## src/rtl/mvx_pkg.sv

```systemverilog
package mvx_pkg;
  localparam logic [3:0] OP_ADD = 4'd0;
  localparam logic [3:0] OP_SUB = 4'd1;
  localparam logic [3:0] OP_MUL = 4'd2;
  localparam logic [3:0] OP_SHR = 4'd3;
  localparam logic [3:0] OP_MOV = 4'd4;
  localparam logic [3:0] OP_EQZ = 4'd8;
  localparam logic [3:0] OP_NEZ = 4'd9;
  localparam logic [3:0] OP_GE  = 4'd10;
  localparam logic [3:0] OP_NOT = 4'd12;

  typedef enum logic [1:0] {ST_IDLE, ST_SCAN, ST_RUN, ST_DONE} mvx_st_e;

  function automatic logic op_is_arith(logic [3:0] op);
    return op <= OP_MOV;
  endfunction

  function automatic logic op_is_cmp(logic [3:0] op);
    return (op == OP_EQZ) || (op == OP_NEZ) || (op == OP_GE);
  endfunction
endpackage

```

## src/rtl/mvx_alu.sv

```systemverilog
module mvx_alu import mvx_pkg::*; #(
  parameter int DATA_W = 16
) (
  input  logic [3:0]        op_i,
  input  logic [DATA_W-1:0] a_i,
  input  logic [DATA_W-1:0] b_i,
  output logic [DATA_W-1:0] res_o,
  output logic              cond_o
);
  always_comb begin
    case (op_i)
      OP_ADD:  res_o = a_i + b_i;
      OP_SUB:  res_o = a_i - b_i;
      OP_MUL:  res_o = a_i * b_i;
      OP_SHR:  res_o = a_i >> 1;
      OP_MOV:  res_o = a_i;
      default: res_o = '0;
    endcase
  end

  always_comb begin
    case (op_i)
      OP_EQZ:  cond_o = (a_i == '0);
      OP_NEZ:  cond_o = (a_i != '0);
      OP_GE:   cond_o = (a_i >= b_i);
      default: cond_o = 1'b0;
    endcase
  end
endmodule

```

## src/rtl/mvx_mask.sv

```systemverilog
module mvx_mask #(
  parameter int N_ELEM = 8,
  parameter int IDX_W  = 3,
  parameter int LEN_W  = 4
) (
  input  logic              clk_i,
  input  logic              rst_ni,
  input  logic              set_i,
  input  logic [IDX_W-1:0]  set_idx_i,
  input  logic              set_val_i,
  input  logic              inv_i,
  input  logic [LEN_W-1:0]  len_i,
  output logic [N_ELEM-1:0] mask_o,
  output logic [N_ELEM-1:0] en_o
);
  logic [N_ELEM-1:0] mask_q;

  always_ff @(posedge clk_i or negedge rst_ni) begin
    if (!rst_ni)     mask_q <= '1;
    else if (inv_i)  mask_q <= ~mask_q;
    else if (set_i)  mask_q[set_idx_i] <= set_val_i;
  end

  // element enable: mask bit and index inside the active length
  for (genvar g = 0; g < N_ELEM; g++) begin : g_en
    assign en_o[g] = mask_q[g] & (len_i > LEN_W'(g));
  end

  assign mask_o = mask_q;
endmodule

```

## src/rtl/mvx_pick.sv

```systemverilog
module mvx_pick #(
  parameter int N_ELEM = 8,
  parameter int IDX_W  = 3
) (
  input  logic [N_ELEM-1:0] vec_i,
  output logic [IDX_W-1:0]  idx_o
);
  // lowest set bit wins
  always_comb begin
    idx_o = '0;
    for (int i = N_ELEM - 1; i >= 0; i--) begin
      if (vec_i[i]) idx_o = IDX_W'(i);
    end
  end
endmodule

```

## src/rtl/mvx_unit.sv

```systemverilog
module mvx_unit import mvx_pkg::*; #(
  parameter int  N_ELEM = 8,
  parameter int  DATA_W = 16,
  parameter int  NREG   = 8,
  localparam int IDX_W  = $clog2(N_ELEM),
  localparam int LEN_W  = IDX_W + 1,
  localparam int RA_W   = $clog2(NREG)
) (
  input  logic              clk_i,
  input  logic              rst_ni,
  input  logic              start_i,
  input  logic [3:0]        op_i,
  input  logic              mode_i,
  input  logic [LEN_W-1:0]  vlen_i,
  input  logic [RA_W-1:0]   vd_i,
  input  logic [RA_W-1:0]   va_i,
  input  logic [RA_W-1:0]   vb_i,
  output logic [RA_W-1:0]   rd_a_reg_o,
  output logic [RA_W-1:0]   rd_b_reg_o,
  output logic [IDX_W-1:0]  rd_idx_o,
  input  logic [DATA_W-1:0] rd_a_data_i,
  input  logic [DATA_W-1:0] rd_b_data_i,
  output logic              wr_en_o,
  output logic [RA_W-1:0]   wr_reg_o,
  output logic [IDX_W-1:0]  wr_idx_o,
  output logic [DATA_W-1:0] wr_data_o,
  output logic              done_o
);
  mvx_st_e           st_q;
  logic [3:0]        op_q;
  logic              dens_q, arith_q, cmp_q;
  logic [RA_W-1:0]   vd_q, va_q, vb_q;
  logic [LEN_W-1:0]  len_q, len_in;
  logic [IDX_W-1:0]  idx_q, pick_idx, cur_idx;
  logic [N_ELEM-1:0] pend_q, rest, en, mask_q;
  logic              arith_in, cmp_in, run, inv, cmp_val, last;

  assign len_in   = (vlen_i > LEN_W'(N_ELEM)) ? LEN_W'(N_ELEM) : vlen_i;
  assign arith_in = op_is_arith(op_i);
  assign cmp_in   = op_is_cmp(op_i);
  assign run      = (st_q == ST_RUN);
  assign inv      = (st_q == ST_IDLE) && start_i && (op_i == OP_NOT);
  assign cur_idx  = dens_q ? pick_idx : idx_q;
  assign rest     = pend_q & ~(N_ELEM'(1) << pick_idx);
  assign last     = ({1'b0, idx_q} == len_q - LEN_W'(1));

  always_ff @(posedge clk_i or negedge rst_ni) begin
    if (!rst_ni) begin
      st_q    <= ST_IDLE;
      op_q    <= '0;
      dens_q  <= 1'b0;
      arith_q <= 1'b0;
      cmp_q   <= 1'b0;
      vd_q    <= '0;
      va_q    <= '0;
      vb_q    <= '0;
      len_q   <= '0;
      idx_q   <= '0;
      pend_q  <= '0;
    end else begin
      case (st_q)
        ST_IDLE: if (start_i) begin
          op_q    <= op_i;
          arith_q <= arith_in;
          cmp_q   <= cmp_in;
          dens_q  <= mode_i & arith_in;
          vd_q    <= vd_i;
          va_q    <= va_i;
          vb_q    <= vb_i;
          len_q   <= len_in;
          idx_q   <= '0;
          if (len_in == '0 || !(arith_in || cmp_in)) st_q <= ST_DONE;
          else if (mode_i && arith_in)               st_q <= ST_SCAN;
          else                                       st_q <= ST_RUN;
        end
        ST_SCAN: begin
          pend_q <= en;
          st_q   <= (|en) ? ST_RUN : ST_DONE;
        end
        ST_RUN: begin
          if (dens_q) begin
            pend_q <= rest;
            if (rest == '0) st_q <= ST_DONE;
          end else if (last) begin
            st_q <= ST_DONE;
          end else begin
            idx_q <= idx_q + IDX_W'(1);
          end
        end
        default: st_q <= ST_IDLE;
      endcase
    end
  end

  mvx_alu #(.DATA_W(DATA_W)) u_alu (
    .op_i  (op_q),
    .a_i   (rd_a_data_i),
    .b_i   (rd_b_data_i),
    .res_o (wr_data_o),
    .cond_o(cmp_val)
  );

  mvx_mask #(.N_ELEM(N_ELEM), .IDX_W(IDX_W), .LEN_W(LEN_W)) u_mask (
    .clk_i    (clk_i),
    .rst_ni   (rst_ni),
    .set_i    (run && cmp_q),
    .set_idx_i(idx_q),
    .set_val_i(cmp_val),
    .inv_i    (inv),
    .len_i    (len_q),
    .mask_o   (mask_q),
    .en_o     (en)
  );

  mvx_pick #(.N_ELEM(N_ELEM), .IDX_W(IDX_W)) u_pick (
    .vec_i(pend_q),
    .idx_o(pick_idx)
  );

  assign rd_a_reg_o = va_q;
  assign rd_b_reg_o = vb_q;
  assign rd_idx_o   = cur_idx;
  assign wr_reg_o   = vd_q;
  assign wr_idx_o   = cur_idx;
  assign wr_en_o    = run && arith_q && (dens_q || en[cur_idx]);
  assign done_o     = (st_q == ST_DONE);
endmodule

```

## config.mk

```make
export PLATFORM = sky130hd
export DESIGN_NAME = mvx_unit
export DESIGN_NICKNAME = d
export VERILOG_FILES = /design/src/rtl/mvx_pkg.sv /design/src/rtl/mvx_alu.sv /design/src/rtl/mvx_mask.sv /design/src/rtl/mvx_pick.sv /design/src/rtl/mvx_unit.sv
export SDC_FILE = /design/constraint.sdc
export NUM_CORES = 1
export LEC_CHECK = 0
export ABC_AREA = 1
export BUFFER_PORTS_ARGS = -buffer_cell sky130_fd_sc_hd__buf_4
export CORE_UTILIZATION = 65
export DETAILED_ROUTE_END_ITERATION = 16
export HOLD_SLACK_MARGIN = 0.06
export PLACE_DENSITY_LB_ADDON = 0.2
export REMOVE_ABC_BUFFERS = 1
export SETUP_SLACK_MARGIN = 0.2
export SKIP_LAST_GASP = 1
export SYNTH_ARGS = -nofsm -noshare
export SYNTH_HDL_FRONTEND = slang
export SYNTH_SLANG_ARGS = --single-unit
```

## constraint.sdc

```tcl
create_clock -name clk_i -period 11 [get_ports clk_i]
set_clock_uncertainty 0.05 [all_clocks]
set_input_delay 0 -clock clk_i [delete_from_list [all_inputs] [get_ports clk_i]]
set_output_delay 0 -clock clk_i [all_outputs]
set_load 0.01 [all_outputs]
```

==> qor.yml <==
worst_setup_path:
  arrival_ns: 5.13
  cp-start-kind: "primary input"
  path_max_fanout: 16
  cp-end-kind: "output pin"
  crit_buf_inv: 8
  r2r_start: "st_q[0]"
  path_delay_family: "adder cells"
  r2r_slack_ns: 7.85
  crit_slowest_cell: "fa_1"
  cp.required_ns: 10.95
  ff2ff_path_depth: 10
  crit_type: "primary input to output pin"
  path_common_cell: "inv_1"
  cpPeakStageDelay_ns: 0.55
  r2r_end: "u_mask.mask_o[5]"
placement:
  dp_hpwl_mm: 20.8
  io_buffer_count: 85
  dp.cells: 1652
  globalplace.congestion: 0.971
sta:
  slew-limit-headroom_pct: 30.5
  min_period_ns: 5.18
  final.setup.tns_ns: 0
  rsz0062_at_grt: "false"
  fmax_ghz: 0.193
  finalMaxSlewViolations: 0
  worstMarginPinSlew_ns: 1.03
  min_period_over_period_pct: 47.1
  finalSetupViolations: 0
  hold_violations: 0
power:
  leakage_nw: 6.00
  power_density_nw_per_um2: 224
  ir_drop_mv: 0.242
clock_network:
  clkTransAtPathRegs_ns: 0.06
  cts.htree.levels: 2
  cts_root_buffer: "clkbuf_16"
  cts.path.max_buffers: 2
  post_cts_buffers: 0
  clkLatencyLatePin_ns: 0.29
  clkSinkCount: 41
  numCtsBuffers: 5
  cts_tree: "yes"
floorplanning:
  die_w_um: 122
  start_util_pct: 66.9
  core_um2: 13900
  die_y_um: 122
  num_rows: 43
  dieArea_um2: 14800
  io_pins: 86
yosys:
  synth-edff-count: 0
  synth-seq-cells: 41
  netlist_instances: 1433
  yosys.cell_count.top_type: "nand2_1"
  ys_top_cells_by_area: "fa_1, nand2_1, inv_1, ha_1, dfrtp_1"
  synth_top_area_cell: "fa_1"
  synth_area_um2: 9320
  yosysUniqueCellTypes: 54
  seq_area_frac_synth_pct: 11.1
  synth_common_cells: "nand2_1, inv_1, ha_1"
  ys.flop_type: "dfrtp_1"
  avgSynthCellArea_um2: 6.51
  yosysWarnings: 0
  synth_top_cell_area_share_pct: 17.4
  ys_async_sr_fraction_pct: 100
cells_and_area:
  nNetsFinal: 1726
  area_growth_pct: 10.5
  stdcell_count: 1682
  drive_gt1_share_pct: 10.4
  multi_input_area_um2: 6720
  diodes: 0
  regArea_um2: 1040
  num-fill-cells: 1162
route:
  drc: 0
  drtIter0Drc: 699
  ant_nets: 0
  vias: 9449
  wl_per_cell_um: 16.0
  avgViaCountPerCell: 5.62
  first_pass_iters: 5
  finalWirelength_mm: 26.9
job:
  maxCapViolations: 0
global_routing:
  grt_max_degree: 42
  antenna_found_initial: 0
  grt_pass1_wl_mm: 43.0
  grt_pass1_vias: 9000
  grtUsageTotal_pct: 37.2
  grt_overflow: 0
worst_hold_path:
  worst_hold_path_type: "primary input to async pin"
run_status:
  outcome: "finished, final reports clean"
## cell type report
type | count | area share (%)
clock buffers | 5 | 1.21
inverters | 346 | 12.6
clock inverters | 3 | 0.219
multi-input cells | 998 | 65.2
flip-flops and latches | 41 | 10.1
well taps | 180 | 2.19
repair buffers | 109 | 8.48
## layer usage
layer	vias up	part of all wire, %	global-route usage, %
met5	-	0	0
met4	0	3.6	14.7
met3	77	6.8	3.37
met2	418	49	66.0
met1	4394	41	46.4
li1	4560	-	-
## stage by stage
stage / setup WS (ns) / utilization (%) / power, W / cell area [um2] / hold WS (ns)
global placement: 5.94 / 71.3 / 0.00208 / 9930 / -0.0414
CTS: 5.84 / 73.9 / 0.00228 / 10300 / 0.145
finish: 5.82 / 73.9 / 0.00231 / 10300 / 0.159
global route: 5.55 / 73.9 / 0.00255 / 10300 / 0.184
floorplan: 6.55 / - / 0.00156 / 9050 / -0.346
detailed placement: 5.85 / 71.3 / 0.00211 / 9930 / -0.0429
## placed cells by master (no fill, tap or decap), types with 6 or more instances in the layout
master and count:
or2_2 9, nor2_1 79, a21oi_1 69, nand3_1 75, o211ai_1 7, nor3_1 11
dfstp_2 8, nand4_1 25, nand2_1 379, o22ai_1 11, dlygate4sd3_1 22, inv_2 8
inv_1 338, fa_1 81, a21oi_2 6, o21ai_0 67, dfrtp_1 33, o21ai_1 12
ha_1 91, buf_4 87, xor2_1 8
## worst reg2reg max path, delay by kind of cell, from the launching register on
family | cells | cell delay [ns]
and+or+nand+nor | 5 | 1.47
buffers and inverters | 4 | 0.99
DFF | 1 | 0.41
adders and majority gates | 1 | 0.17
## worst max path at each step
stage / start / endpoint / slack, ns / cells after the start
after floorplan: rd_a_data_i[6] / wr_data_o[15] / 6.55 / 22
after global placement: rd_a_data_i[5] / wr_data_o[15] / 5.94 / 27
after detailed placement: rd_a_data_i[5] / wr_data_o[15] / 5.85 / 27
after CTS: rd_a_data_i[5] / wr_data_o[15] / 5.84 / 27
after global routing: rd_a_data_i[5] / wr_data_o[15] / 5.55 / 27
final: rd_a_data_i[5] / wr_data_o[15] / 5.82 / 27
## power by group
part / leakage [nW] / internal (W) / switching [W]
Combinational: 5.42 / 0.000704 / 0.00116
Sequential: 0.504 / 0.000229 / 0.0000680
Clock: 0.0738 / 0.0000844 / 0.0000634
Total: 6.00 / 0.00102 / 0.00129
## logic make-up (layout without fill, tap and decap cells)
family,Yosys count,in the layout,share of synthesized area [%]
buffers and inverters,394,463,16.8
adders and majority gates,172,172,29.6
DFF,41,41,11.1
xor gates and xnor gates,11,11,1.03
AOI/OAI and AO/OA,208,208,13.2
and+or+nand+nor,607,607,28.2
## repair_timing
item                                   in CTS  in global routing
endpoints found under the hold margin      61                  0
resized for setup                           0                  0
hold buffers                               22                  0
## flip-flops by register name, summed over array words and instances (netlist names)
signal / cells
st_q: 2
rd_b_reg_o: 3
rd_a_reg_o: 3
dens_q: 1
op_q: 4
u_mask.mask_o: 8
cmp_q: 1
len_q: 4
idx_q: 3
pend_q: 8
arith_q: 1
wr_reg_o: 3
(Power assumes the default switching activity.)
